`src/rtl/lvt_pkg.sv`:
```
`timescale 1ns/1ps
package lvt_pkg;
  localparam int DATA_W   = 32;
  localparam int TSC_W    = 2 * DATA_W;
  localparam int VEC_W    = 8;
  localparam int VEC_MIN  = 16;
  localparam int DCODE_W  = 3;
  localparam int ADDR_W   = 3;

  localparam logic [ADDR_W-1:0] A_INIT  = 3'd0;
  localparam logic [ADDR_W-1:0] A_CUR   = 3'd1;
  localparam logic [ADDR_W-1:0] A_DIV   = 3'd2;
  localparam logic [ADDR_W-1:0] A_CTRL  = 3'd3;
  localparam logic [ADDR_W-1:0] A_DL_LO = 3'd4;
  localparam logic [ADDR_W-1:0] A_DL_HI = 3'd5;
  localparam logic [ADDR_W-1:0] A_ERR   = 3'd6;

  typedef enum logic [1:0] {
    MODE_ONESHOT  = 2'd0,
    MODE_PERIODIC = 2'd1,
    MODE_DEADLINE = 2'd2,
    MODE_RSVD     = 2'd3
  } tmr_mode_e;

  typedef struct packed {
    logic             mask;
    tmr_mode_e        mode;
    logic [VEC_W-1:0] vector;
  } ctrl_t;

  // divide code -> log2 of prescale ratio; code 7 means ratio 1
  function automatic logic [DCODE_W-1:0] div_shift(input logic [DCODE_W-1:0] code);
    if (code == '1) return '0;
    return code + 1'b1;
  endfunction

  function automatic logic vector_legal(input logic [VEC_W-1:0] v);
    return int'(v) >= VEC_MIN;
  endfunction

  function automatic logic mode_is_deadline(input tmr_mode_e m);
    return m == MODE_DEADLINE;
  endfunction

  function automatic ctrl_t ctrl_from_word(input logic [DATA_W-1:0] w);
    ctrl_t c;
    c.vector = w[VEC_W-1:0];
    c.mode   = tmr_mode_e'(w[9:8]);
    c.mask   = w[16];
    return c;
  endfunction

  function automatic logic [DATA_W-1:0] ctrl_to_word(input ctrl_t c);
    logic [DATA_W-1:0] w;
    w = '0;
    w[VEC_W-1:0] = c.vector;
    w[9:8]       = c.mode;
    w[16]        = c.mask;
    return w;
  endfunction

  function automatic logic [DATA_W-1:0] div_to_word(input logic [DCODE_W-1:0] code);
    logic [DATA_W-1:0] w;
    w = '0;
    w[3]   = code[2];
    w[1:0] = code[1:0];
    return w;
  endfunction
endpackage

```
`src/rtl/lvt_prescale.sv`:
```
`timescale 1ns/1ps
module lvt_prescale #(
  parameter int SHIFT_W = 3
) (
  input  logic               clk,
  input  logic               rst_n,
  input  logic [SHIFT_W-1:0] shift,
  output logic               tick
);
  localparam int PRE_W = (1 << SHIFT_W) - 1;

  logic [PRE_W-1:0] pre_q;
  logic [PRE_W-1:0] sel_mask;

  // bit i takes part in the tick decode when the ratio exceeds 2**i
  for (genvar i = 0; i < PRE_W; i++) begin : g_mask
    assign sel_mask[i] = (shift > SHIFT_W'(i));
  end

  always_ff @(posedge clk) begin
    if (!rst_n) pre_q <= '0;
    else        pre_q <= pre_q + 1'b1;
  end

  // the ratio in use changes the decode at once, not at a later boundary
  assign tick = &(pre_q | ~sel_mask);
endmodule

```
`src/rtl/lvt_count.sv`:
```
`timescale 1ns/1ps
module lvt_count #(
  parameter int CNT_W = 32
) (
  input  logic             clk,
  input  logic             rst_n,
  input  logic             tick,
  input  logic             load_en,
  input  logic [CNT_W-1:0] load_val,
  input  logic             clear,
  input  logic             reload_en,
  output logic [CNT_W-1:0] cur_q,
  output logic [CNT_W-1:0] init_q,
  output logic             expire
);
  localparam logic [CNT_W-1:0] ONE = CNT_W'(1);

  logic at_last;
  assign at_last = (cur_q == ONE);
  assign expire  = tick && at_last && !load_en && !clear;

  always_ff @(posedge clk) begin
    if (!rst_n) begin
      init_q <= '0;
      cur_q  <= '0;
    end else if (clear) begin
      init_q <= '0;
      cur_q  <= '0;
    end else if (load_en) begin
      init_q <= load_val;
      cur_q  <= load_val;
    end else if (tick && cur_q != '0) begin
      if (at_last) cur_q <= reload_en ? init_q : '0;
      else         cur_q <= cur_q - ONE;
    end
  end
endmodule

```
`src/rtl/lvt_deadline.sv`:
```
`timescale 1ns/1ps
module lvt_deadline #(
  parameter int DATA_W = 32,
  parameter int TSC_W  = 64
) (
  input  logic              clk,
  input  logic              rst_n,
  input  logic              active,
  input  logic [TSC_W-1:0]  tsc,
  input  logic              wr_lo,
  input  logic              wr_hi,
  input  logic [DATA_W-1:0] wdata,
  input  logic              clear,
  output logic [TSC_W-1:0]  dl_q,
  output logic              fire
);
  logic reached;
  assign reached = (dl_q != '0) && (tsc >= dl_q);
  assign fire    = active && reached && !wr_lo && !wr_hi && !clear;

  always_ff @(posedge clk) begin
    if (!rst_n)      dl_q <= '0;
    else if (clear)  dl_q <= '0;
    else if (wr_lo)  dl_q[DATA_W-1:0] <= wdata;
    else if (wr_hi)  dl_q[TSC_W-1:DATA_W] <= wdata[TSC_W-DATA_W-1:0];
    else if (fire)   dl_q <= '0;
  end
endmodule

```
`src/rtl/lvt_timer.sv`:
```
`timescale 1ns/1ps
module lvt_timer
  import lvt_pkg::*;
#(
  parameter int CNT_W = 32
) (
  input  logic              clk,
  input  logic              rst_n,
  input  logic              reg_wr,
  input  logic [2:0]        reg_addr,
  input  logic [31:0]       reg_wdata,
  output logic [31:0]       reg_rdata,
  input  logic [63:0]       tsc_in,
  output logic              irq_valid,
  output logic [7:0]        irq_vector,
  output logic              err_flag
);
  ctrl_t               ctrl_q;
  ctrl_t               ctrl_new;
  logic [DCODE_W-1:0]  div_code_q;
  logic [DCODE_W-1:0]  shift;
  logic                tick;
  logic                in_dl;
  logic                wr_init, wr_div, wr_ctrl, wr_lo, wr_hi, wr_err;
  logic                mode_cross;
  logic                is_periodic;
  logic                mask_bit;
  logic [CNT_W-1:0]    cur_cnt, init_cnt;
  logic                cnt_expire;
  logic [TSC_W-1:0]    dl_q;
  logic                dl_fire;
  logic                expire_any, deliver, bad_vec;
  logic                irq_valid_q, err_q;
  logic [VEC_W-1:0]    irq_vec_q;

  // register decode
  assign in_dl    = mode_is_deadline(ctrl_q.mode);
  assign wr_init  = reg_wr && reg_addr == A_INIT && !in_dl;
  assign wr_div   = reg_wr && reg_addr == A_DIV;
  assign wr_ctrl  = reg_wr && reg_addr == A_CTRL;
  assign wr_lo    = reg_wr && reg_addr == A_DL_LO;
  assign wr_hi    = reg_wr && reg_addr == A_DL_HI;
  assign wr_err   = reg_wr && reg_addr == A_ERR;
  assign ctrl_new = ctrl_from_word(reg_wdata);
  assign mode_cross = wr_ctrl &&
                      (mode_is_deadline(ctrl_q.mode) != mode_is_deadline(ctrl_new.mode));
  assign is_periodic = (ctrl_q.mode == MODE_PERIODIC);
  assign mask_bit    = ctrl_q.mask;
  assign shift       = div_shift(div_code_q);

  always_ff @(posedge clk) begin
    if (!rst_n) begin
      ctrl_q     <= '{mask: 1'b1, mode: MODE_ONESHOT, vector: '0};
      div_code_q <= '0;
    end else begin
      if (wr_ctrl) ctrl_q <= ctrl_new;
      if (wr_div)  div_code_q <= {reg_wdata[3], reg_wdata[1:0]};
    end
  end

  lvt_prescale #(.SHIFT_W(DCODE_W)) u_pre (
    .clk   (clk),
    .rst_n (rst_n),
    .shift (shift),
    .tick  (tick)
  );

  lvt_count #(.CNT_W(CNT_W)) u_cnt (
    .clk       (clk),
    .rst_n     (rst_n),
    .tick      (tick),
    .load_en   (wr_init),
    .load_val  (reg_wdata[CNT_W-1:0]),
    .clear     (mode_cross),
    .reload_en (is_periodic),
    .cur_q     (cur_cnt),
    .init_q    (init_cnt),
    .expire    (cnt_expire)
  );

  lvt_deadline #(.DATA_W(DATA_W), .TSC_W(TSC_W)) u_dl (
    .clk    (clk),
    .rst_n  (rst_n),
    .active (in_dl),
    .tsc    (tsc_in),
    .wr_lo  (wr_lo),
    .wr_hi  (wr_hi),
    .wdata  (reg_wdata),
    .clear  (mode_cross),
    .dl_q   (dl_q),
    .fire   (dl_fire)
  );

  // expiry handling: mask and vector legality are consulted only here
  assign expire_any = cnt_expire || dl_fire;
  assign deliver    = expire_any && !ctrl_q.mask && vector_legal(ctrl_q.vector);
  assign bad_vec    = expire_any && !ctrl_q.mask && !vector_legal(ctrl_q.vector);

  always_ff @(posedge clk) begin
    if (!rst_n) begin
      irq_valid_q <= 1'b0;
      irq_vec_q   <= '0;
      err_q       <= 1'b0;
    end else begin
      irq_valid_q <= deliver;
      if (deliver) irq_vec_q <= ctrl_q.vector;
      if (bad_vec)     err_q <= 1'b1;
      else if (wr_err) err_q <= 1'b0;
    end
  end

  assign irq_valid  = irq_valid_q;
  assign irq_vector = irq_vec_q;
  assign err_flag   = err_q;

  always_comb begin
    unique case (reg_addr)
      A_INIT:  reg_rdata = DATA_W'(init_cnt);
      A_CUR:   reg_rdata = DATA_W'(cur_cnt);
      A_DIV:   reg_rdata = div_to_word(div_code_q);
      A_CTRL:  reg_rdata = ctrl_to_word(ctrl_q);
      A_DL_LO: reg_rdata = dl_q[DATA_W-1:0];
      A_DL_HI: reg_rdata = dl_q[TSC_W-1:DATA_W];
      A_ERR:   reg_rdata = {{(DATA_W-1){1'b0}}, err_q};
      default: reg_rdata = '0;
    endcase
  end
endmodule

```
`config.mk`:
```
export PLATFORM = sky130hd
export DESIGN_NAME = lvt_timer
export DESIGN_NICKNAME = d
export VERILOG_FILES = /design/src/rtl/lvt_pkg.sv /design/src/rtl/lvt_prescale.sv /design/src/rtl/lvt_count.sv /design/src/rtl/lvt_deadline.sv /design/src/rtl/lvt_timer.sv
export SDC_FILE = /design/constraint.sdc
export NUM_CORES = 1
export LEC_CHECK = 0
export ABC_AREA = 1
export BUFFER_PORTS_ARGS = -buffer_cell sky130_fd_sc_hd__buf_2
export CAP_MARGIN = 20
export CORE_ASPECT_RATIO = 0.8
export CORE_MARGIN = 5
export CORE_UTILIZATION = 45
export CTS_CLUSTER_SIZE = 30
export DETAILED_ROUTE_END_ITERATION = 6
export PLACE_DENSITY = 0.64
export SETUP_SLACK_MARGIN = 0.2
export SLEW_MARGIN = 10
export SYNTH_ARGS = -nofsm -noshare
export SYNTH_HDL_FRONTEND = slang
export SYNTH_SLANG_ARGS = --single-unit
```
`constraint.sdc`:
```
create_clock -name clk -period 2.7 [get_ports clk]
set_clock_uncertainty 0.05 [all_clocks]
set_input_delay 0.27 -clock clk [delete_from_list [all_inputs] [get_ports clk]]
set_output_delay 0.27 -clock clk [all_outputs]
set_load 0.03 [all_outputs]
```
# [Word-level counts from Yosys, hierarchy flattened]
# Index checks and enable logic that the tools add are counted.
[totals] elab_cells=94 input_bits=102 out_inout_bits=42 ff_bits=159
[op_classes] n_addsub=3 eq_ne=13 magnitude_cmp=9 n_mux=14 n_reduce_logical=39 n_bitwise=4
[op_table] op="2-to-1 mux 32 bit" n=7
[op_table] op="one-hot mux 32 bit (7 select lines)" n=1
[op_table] op="greater-or-equal comparator 64 bit" n=1
[op_table] op="2-to-1 mux 64 bit" n=1
[op_table] op="nonzero test 64 bit" n=1
[op_table] op="equality test 32 x 1 -> 1 bit, second input constant" n=1
[op_table] op="nonzero test 32 bit" n=1
[op_table] op="subtractor 32 x 1 -> 32 bit, second input constant" n=1
[op_table] op="logical AND 1 bit" n=20
[op_table] op="equality test 3 bit, second input constant" n=4
[op_table] op="greater-than comparator 3 bit, second input constant" n=3
[op_table] op="greater-or-equal comparator 8 x 5 -> 1 bit, second input constant" n=1
[op_table] op="nonzero test 2 bit" n=4
[op_table] op="adder 7 x 1 -> 7 bit, second input constant" n=1
[op_table] op="logical NOT 1 bit" n=7
[op_table] op="NOT 7 bit" n=1
[op_table] op="OR 7 bit" n=1
[op_table] op="AND reduction 7 bit" n=1
[op_table] op="equality test 3 x 2 -> 1 bit, second input constant" n=2
[op_table] op="greater-than comparator 3 x 1 -> 1 bit, second input constant" n=2
[op_table] op="greater-than comparator 3 x 2 -> 1 bit, second input constant" n=2
[op_table] op="2-to-1 mux 3 bit" n=2
[op_table] op="equality test 2 bit, second input constant" n=2
[op_table] op="AND reduction 2 bit" n=2
[op_table] op="10 further kinds" n=13

# [Longest topological paths before layout]
# Gate-level depths: netlist of run 1.
[depth] ltp_word=14 mapped_depth=22 ltp_nobuf=21

# [By module]
# Synthesis of run 1 repeated with hierarchy kept, for this count alone.
[unflattened] hier_cells=1681 area_unflattened_um2=10978.0
[modules_own_cells] module="lvt_deadline" area_per_inst_um2=4445.5 seq_area_each_um2=1281.2 cells_each=593 instances=1
[modules_own_cells] module="lvt_count" area_per_inst_um2=3887.5 seq_area_each_um2=1281.2 cells_each=632 instances=1
[modules_own_cells] module="lvt_timer" area_per_inst_um2=2278.4 seq_area_each_um2=480.5 cells_each=402 instances=1
[modules_own_cells] module="lvt_prescale" area_per_inst_um2=366.6 seq_area_each_um2=140.1 cells_each=54 instances=1

# [Least setup slack after synthesis of run 1]
# No wires, ideal clock.
[synth_path] kind="flip-flop to flip-flop" startpoint="reg u_dl.dl_q[63]" endpoint="reg irq_vec_q[4] (netlist: irq_vector[4])" setup_time_ns=0.132 slack_ns=0.598 synth_period_minus_slack_ns=2.102 path_stages_with_launch=17 required_ns=2.518 arrival_time_ns=1.920 path_buffers=1 cell_sequence="dfxtp_1 > inv_1 > ha_1 > nand2_1 > inv_1 > nand3_1 > nor3_2 > inv_1 > nor3_1 > nand2_1 > nand3_1 > nand2_2 > nand2_2 > nand3_2 > buf_6 > nand2_1 > a21oi_1"
[synth_between] elab_chain_len=9 elab_cells_between_ends=10 cone_classes="order compare (1); reduce/logical (9)"
[synth_rtl] element="from (decl)" line="lvt_deadline.sv:14" source="output logic [TSC_W-1:0] dl_q,"
[synth_rtl] element="from (signal, indexed assignment)" line="lvt_deadline.sv:24" source="else if (wr_lo) dl_q[DATA_W-1:0] <= wdata;"
[synth_rtl] element="from (signal, indexed assignment)" line="lvt_deadline.sv:25" source="else if (wr_hi) dl_q[TSC_W-1:DATA_W] <= wdata[TSC_W-DATA_W-1:0];"
[synth_rtl] element="greater-or-equal comparator 64 bit / nonzero test 64 bit (equally long branches)" line="lvt_deadline.sv:18" source="assign reached = (dl_q != '0) && (tsc >= dl_q);"
[synth_rtl] element="logical AND 1 bit *" line="lvt_deadline.sv:18"
[synth_rtl] element="logical AND 1 bit * (4 in a row)" line="lvt_deadline.sv:19" source="assign fire = active && reached && !wr_lo && !wr_hi && !clear;"
[synth_rtl] element="logical OR 1 bit *" line="lvt_timer.sv:95" source="assign expire_any = cnt_expire || dl_fire;"
[synth_rtl] element="logical AND 1 bit * (2 in a row)" line="lvt_timer.sv:96" source="assign deliver = expire_any && !ctrl_q.mask && vector_legal(ctrl_q.vector);"
[synth_rtl] element="to (signal assigned)" line="lvt_timer.sv:106" source="if (deliver) irq_vec_q <= ctrl_q.vector;"
[synth_rtl] element="to (decl)" line="lvt_timer.sv:34" source="logic [VEC_W-1:0] irq_vec_q;"
# Every way passes the cells marked *; elsewhere a longest branch is shown, timed or not.
# A chain may end at the register's enable or synchronous reset.

# [Worst setup path after layout of run 1]
[layout_path] startpoint="reg u_dl.dl_q[47]" endpoint="reg irq_vec_q[7] (netlist: irq_vector[7])"
# The elaborated chain is that of the path after synthesis.

==> results by group, run 1 <==
STA
  – Worst-margin pin slew: 0.579 ns
  – Worst Hold Slack: 0.0584 ns
  – Post-layout worst setup margin: 0.289 ns
  – Crit path time final: 2.41 ns
  – Upper clock frequency limit: 0.415 GHz
  – Slew Limit Fails: 0
  – Post-route setup TNS: 0 ns
  – Final Hold Viols: 0
  – RSZ-0062 raised after global routing: true
  – Final Setup Violations: 0
  – Period utilization: 0.893
  – Slew Limit Headroom: 0.610

GRT
  – Vias in the first global route: 9,741
  – Total grt overflow: 0
  – GRT Total Usage: 0.274
  – First-pass GRT wire length: 54,000 um
  – Largest net degree at the start of global routing: 65
  – Initial antenna violation count: 0

Route
  – Residual DRC: 0
  – First-pass detailed-route iteration total: 6
  – Routed len/inst: around 19 um
  – Starting DRT DRC Count: 1,487
  – Antenna-violating nets left: 0
  – Vias per cell: approximately 5.7
  – Vias: 10,730
  – Drt total wl: around 35,000 um

Cells and area
  – Layout Nets: 1,761
  – FF/Latch Area: roughly 0.0032 mm2
  – Layout cell share with drive strength beyond 1: 0.199
  – Synthesis-to-layout area growth: 21.1%
  – Filler cells: ~2,100
  – Final Non-Filler Cells: 1,877
  – Ant diodes: 0
  – Area of the multi-input gates: 0.00575 mm2
  – Most common cell after layout, fill and taps aside: nand2_1
  – Non-Filler Cell Area, Final: ~0.012 mm2
  – Commonest non-fill, non-tap cells in the layout: nand2_1 (266), a21oi_1 (195), inv_1 (188)
  – Layout Utilization: 0.552

Place
  – Place WS: -0.127 ns
  – Post-Place Cells: 1,838
  – Dpl hpwl: 26,100 um
  – Port bufs: roughly 140
  – Routability cong.: ~0.95
  – Placed cell area: about 0.011 mm2

Clocking
  – Total clock sinks: about 160
  – Clock slew at reported path FFs: approximately 0.07 ns
  – CTS tree: built
  – Deepest level of the CTS H-tree: 4
  – CTS Buf Count: 17
  – Worst-Skew Late Latency: ~0.44 ns
  – Root Buffer: clkbuf_16
  – Clk buf depth: 2

Worst setup path
  – Reg2reg path depth: 13
  – Startpoint types: flop
  – WP data arrival: 2.72 ns
  – Crit. End Element: flop
  – Worst r2r dst: irq_vector[7]$_SDFFE_PN0P_
  – R2R Path Start: u_dl.dl_q[47]$_SDFFE_PP0P_
  – Slowest stage delay, CP: approximately 0.36 ns
  – Crit Path Category: reg2reg
  – Peak fanout along the critical path: 5
  – CP endpoint: irq_vector[7]$_SDFFE_PN0P_
  – Most common cell on crit path: nand2_8
  – CP max-delay cell: dfxtp_2
  – CP startpoint: u_dl.dl_q[47]$_SDFFE_PP0P_
  – Critical-path cell list: inv_1, ha_1, nand2_2, nor3_2, nand3b_1, nor3_4, nand2_1, nand3_2, nand2_8, nand2_8, buf_4, nand3_1, a21oi_1
  – Critical path required time: 3.01 ns
  – Reg2reg setup slack: about 0.29 ns

Die
  – DIE WIDTH: around 180 um
  – Die Ht: 142 um
  – Row count: 48
  – IO Count: 144
  – Initial Util: 0.456
  – Core area: 0.0215 mm2
  – Die area: 0.0249 mm2

Synth
  – Post-synthesis register bit count: 159
  – FFs w/ async S/R, synth: 0
  – Number of synthesized flops with an enable pin: 0
  – Register area share after synthesis: 0.325
  – Synthesized cell area: 0.00980 mm2
  – Syn Nets: 1,610
  – Prevailing post-synth register cell: dfxtp_1
  – Synth Instances: 1,439
  – Yosys Warn Count: 0
  – Avg Cell Area, Syn: 6.81 um2
  – Library cells used by synthesis: 48

Power and ir drop
  – Logic pwr share: 0.273
  – P_sw: 2.39 mW
  – Final Power: 7.00 mW
  – Leak pwr: 4.96 nW
  – Share of total power in the clock network: 0.356
  – Internal power: 4.61 mW
  – PD cells: approximately 590 mW/mm2
  – Sw frac: 0.341
  – Flop pwr share: 0.371
  – Peak VDD IR: about 0.45 mV

Worst hold path
  – Hold Crit Class: in2reg

Job
  – Max cap viols: 0

Status
  – Status: finished, final reports clean
flip-flops by register name, summed over array words and instances (netlist names):
register / cells
u_pre.pre_q: 7
div_code_q: 3
irq_valid: 1
mask_bit: 1
ctrl_q: 10
u_dl.dl_q: 64
irq_vector: 8
u_cnt.init_q: 32
err_flag: 1
u_cnt.cur_q: 32
area by class of cell:
class,count,share of cell area
Inverter,201,0.0643
Clock inverter,13,0.0138
Timing Repair Buffer,196,0.101
Multi-Input combinational cell,1015,0.485
Clock buffer,18,0.0362
Tap cell,275,0.0290
Sequential cell,159,0.271
power groups by stage:
stage | combinational, mW | clock (mW) | sequential [mW]
3_3_place_gp | 1.81 | 0 | 2.64
4_1_cts | 1.85 | 2.49 | 2.59
2_1_floorplan | 1.32 | 0 | 2.61
5_1_grt | 2.15 | 2.60 | 2.61
6_report | 1.91 | 2.49 | 2.60
3_5_place_dp | 1.83 | 0 | 2.64
worst max-delay path, delay by kind of cell, from the launching register on:
family | cells | cell delay [ns]
adder cells (fa/ha/maj) | 1 | 0.31
AO/OA/AOI/OAI | 1 | 0.16
flip-flops | 1 | 0.36
AND/OR/NAND/NOR | 9 | 1.24
buffers and inverters | 2 | 0.19
kinds of logic after synthesis:
| group | count (synthesis) | synth area share |
|---|---|---|
| and+or+nand+nor | 574 | 0.256 |
| DFF | 159 | 0.325 |
| AOI/OAI and AO/OA | 355 | 0.206 |
| adders and majority gates | 69 | 0.0881 |
| buffers and inverters | 266 | 0.110 |
| xor gates and xnor gates | 16 | 0.0143 |
routing by layer:
layer  GRT usage  wire, um
met4      0.0661       510
met2       0.380     14000
met1       0.427     16300
met5           0         0
met3      0.0611      4110
Yosys cell counts (2+ instances only):
cell type | number | area, um2
nor2_2 | 9 | 56.3
nand2_1 | 268 | 1010
xor2_1 | 14 | 123
nor3_1 | 13 | 65.1
a31oi_1 | 9 | 56.3
xnor2_1 | 2 | 17.5
nor3_2 | 5 | 50.1
nand2_2 | 7 | 43.8
buf_2 | 14 | 70.1
nand3_1 | 92 | 460
nand4_1 | 19 | 119
buf_4 | 7 | 52.6
buf_6 | 5 | 56.3
a221o_1 | 9 | 90.1
o211ai_1 | 2 | 15.0
o21ai_0 | 62 | 310
o2111ai_1 | 13 | 114
nor4_1 | 21 | 131
buf_1 | 5 | 18.8
clkbuf_1 | 34 | 128
nor2_4 | 3 | 33.8
ha_1 | 69 | 863
dfxtp_1 | 159 | 3180
nand3_2 | 2 | 20.0
a21oi_1 | 201 | 1010
o22ai_1 | 27 | 169
inv_2 | 6 | 22.5
o221ai_1 | 10 | 87.6
a221oi_1 | 4 | 35.0
inv_1 | 193 | 724
o21ai_1 | 5 | 25.0
o21a_1 | 4 | 30.0
nor2_1 | 131 | 492
repair_timing:
item                                    4_1_cts  5_1_grt
cloned                                        0        3
pin swaps                                     1       23
hold buffers                                  0        0
gates resized for setup                       8       66
setup buffers                                 1        4
endpoints found under the setup margin       79      100
worst min path at each step:
stage                                             start                             to  depth (start not counted)  slack [ns]
after floorplan                           reg_wdata[16]          mask_bit$_SDFFE_PN1P_                          2        0.35
after global placement       irq_vector[4]$_SDFFE_PN0P_     irq_vector[4]$_SDFFE_PN0P_                          2        0.40
after detailed placement  u_cnt.init_q[28]$_SDFFE_PP0P_  u_cnt.init_q[28]$_SDFFE_PP0P_                          2        0.41
after CTS                                 reg_wdata[18]     u_dl.dl_q[50]$_SDFFE_PP0P_                          3        0.05
after global routing                       reg_wdata[6]      u_dl.dl_q[6]$_SDFFE_PP0P_                          3        0.06
final                                      reg_wdata[7]     u_dl.dl_q[39]$_SDFFE_PP0P_                          3        0.06
No activity file was read; power rests on OpenSTA's default activity.
==> run 2, diff against run 1 <==
--- a/config.mk
+++ b/config.mk
@@ -9,7 +9,6 @@
 export BUFFER_PORTS_ARGS = -buffer_cell sky130_fd_sc_hd__buf_2
 export CAP_MARGIN = 20
 export CORE_ASPECT_RATIO = 0.8
-export CORE_MARGIN = 5
 export CORE_UTILIZATION = 45
 export CTS_CLUSTER_SIZE = 30
 export DETAILED_ROUTE_END_ITERATION = 6
==> run 2 against run 1 <==
Compared with the run above: worst setup slack better by 0.021 ns; sequential power hardly changed; first-iteration DRC count is 13% lower; combinational power hardly changed; maximum frequency is 0.86% higher; via count is 0.82% lower; power is 2.4% higher; utilization is 0.69 points higher; largest cell class unchanged.
==> results by group, run 2 (synthesized netlist as in run 1, its figures left out) <==
Status
  – Status: finished, final reports clean

Clocking
  – CTS tree: built
  – Total clock sinks: roughly 160
  – CTS Buf Count: 17
  – Clk buf depth: 2
  – Root Buffer: clkbuf_16
  – Worst-Skew Late Latency: 0.44 ns
  – Deepest level of the CTS H-tree: 4
  – Clock slew at reported path FFs: 0.07 ns
  – Postcts setup bufs: 0

STA
  – RSZ-0062 raised after global routing: true
  – Upper clock frequency limit: between 0.4 and 0.5 GHz
  – Post-layout worst setup margin: 0.309 ns
  – Slew Limit Fails: 0
  – Period utilization: 0.885
  – Slew Limit Headroom: 0.611
  – Final Setup Violations: 0
  – Crit path time final: 2.39 ns
  – Final Hold Viols: 0
  – Worst-margin pin slew: roughly 0.58 ns

Cells and area
  – Top reg by flops: u_dl.dl_q
  – Filler cells: 2,045
  – Ant diodes: 0
  – Max reg flops: 64
  – Commonest non-fill, non-tap cells in the layout: nand2_1 (267), a21oi_1 (199), inv_1 (188)
  – Most common cell after layout, fill and taps aside: nand2_1
  – Biggest regs: u_dl.dl_q x64, u_cnt.cur_q x32, u_cnt.init_q x32
  – Synthesis-to-layout area growth: 19.7%
  – Layout cell share with drive strength beyond 1: 0.177
  – Layout Nets: 1,751

Worst setup path
  – Most common cell on crit path: nand2_1
  – WP data arrival: ~2.7 ns
  – Critical-path cell list: inv_1, ha_1, nand2_1, inv_1, o21ai_1, nand2_1, nor2_2, nand2_1, a21oi_1, nand3_2, nand2_4, nand2_4, buf_6, nand3_1, a21oi_1
  – Peak fanout along the critical path: 5
  – CP max-delay cell: dfxtp_2
  – Crit Path Category: reg2reg
  – Slowest stage delay, CP: 0.37 ns
  – Startpoint types: flop
  – Reg2reg path depth: 15
  – Critical path required time: 2.96 ns
  – Crit. End Element: flop

Route
  – Vias: 10,642
  – Routed len/inst: 18.9 um
  – Vias per cell: 5.72
  – Residual DRC: 0
  – Drt total wl: around 35,000 um
  – First-pass detailed-route iteration total: 6
  – Antenna-violating nets left: 0
  – Starting DRT DRC Count: 1,295

Power and ir drop
  – Peak VDD IR: ~0.38 mV
  – Final Power: 7.17 mW
  – Leak pwr: 4.89 nW
  – PD cells: 611 mW/mm2

Die
  – DIE WIDTH: 167 um
  – IO Count: between 100 and 150
  – Initial Util: 0.467
  – Die area: 0.0224 mm2
  – Row count: 47
  – Core area: 0.0210 mm2
  – Die Ht: 134 um

Worst hold path
  – Hold Crit Class: in2reg
  – WHS Path Cells: 3

Place
  – Dpl hpwl: 26,300 um
  – Routability cong.: 0.940
  – Port bufs: about 140
  – Place WS: -0.0250 ns

Job
  – Max cap viols: 0

GRT
  – Total grt overflow: 0
  – GRT Total Usage: 0.312
  – Largest net degree at the start of global routing: 56
  – First-pass GRT wire length: 53,800 um
  – Vias in the first global route: 9,380
  – Initial antenna violation count: 0
## run 2: cell types whose count changed in the layout (fill, tap and decap cells not counted), moves of 4 or more
cell and delta:
dfxtp_2 -13, buf_4 -12, a21oi_1 +4, dfxtp_1 +13
nor2_1 +4, a21oi_2 -4
## run 2: area by class of cell
| class | count | area (um2) | share of cell area |
|---|---|---|---|
| multi-input cells | 1015 | 5660 | 0.482 |
| well taps | 269 | 337 | 0.0287 |
| flip-flops and latches | 159 | 3200 | 0.272 |
| inverters | 201 | 759 | 0.0647 |
| clock buffers | 20 | 467 | 0.0398 |
| repair buffers | 186 | 1150 | 0.0982 |
| clock inverters | 10 | 161 | 0.0138 |
## run 2: metrics by stage
stage	TNS, ns	utilization	area [um2]	cells	hold slack [ns]
after detailed placement	-0.0827	0.519	10900	1827	0.408
after floorplan	0	-	9800	1439	0.346
after global routing	0	0.559	11700	1860	0.0609
after global placement	0	0.519	10900	1827	0.400
after CTS	0	0.552	11600	1858	0.0493
final	0	0.559	11700	1860	0.0565
## run 2: routing by layer
layer,wire length (um),global-route usage,part of all wire,vias up
li1,-,-,-,5131
met1,16300,0.477,0.46,4882
met2,14100,0.420,0.40,583
met3,4190,0.0791,0.12,46
met4,583,0.0880,0.017,0
met5,0,0,0,-
## run 2: path summary, 6_finish.rpt
check | slack, ns | to | startpoint
worst max-delay path | 0.31 | irq_vector[6]$_SDFFE_PN0P_ | u_dl.dl_q[61]$_SDFFE_PP0P_
worst min-delay path | 0.06 | u_dl.dl_q[61]$_SDFFE_PP0P_ | reg_wdata[29]
worst max register to register | 0.31 | irq_vector[6]$_SDFFE_PN0P_ | u_dl.dl_q[61]$_SDFFE_PP0P_
worst min register to register | 0.41 | irq_vector[6]$_SDFFE_PN0P_ | irq_vector[6]$_SDFFE_PN0P_
## run 2: critical path, delay by kind of cell, from the launching register on
kind / cells / cell delay, ns
DFF: 1 / 0.37
adders and majority gates: 1 / 0.33
buffers and inverters: 3 / 0.23
and+or+nand+nor: 8 / 0.92
AOI/OAI and AO/OA: 3 / 0.36
## run 2: power by group
group	switching, mW	leakage (nW)	total (mW)	internal (mW)
clock network	1.02	0.300	2.63	1.61
logic	1.25	3.30	1.94	0.698
registers	0.134	1.29	2.60	2.46
## run 2: timing repair
| item | 4_1_cts | 5_1_grt |
|---|---|---|
| hold buffers | 0 | 0 |
| resized for setup | 13 | 32 |
| gates cloned | 1 | 2 |
| endpoints found under the setup margin | 76 | 105 |
| pin swaps | 1 | 7 |
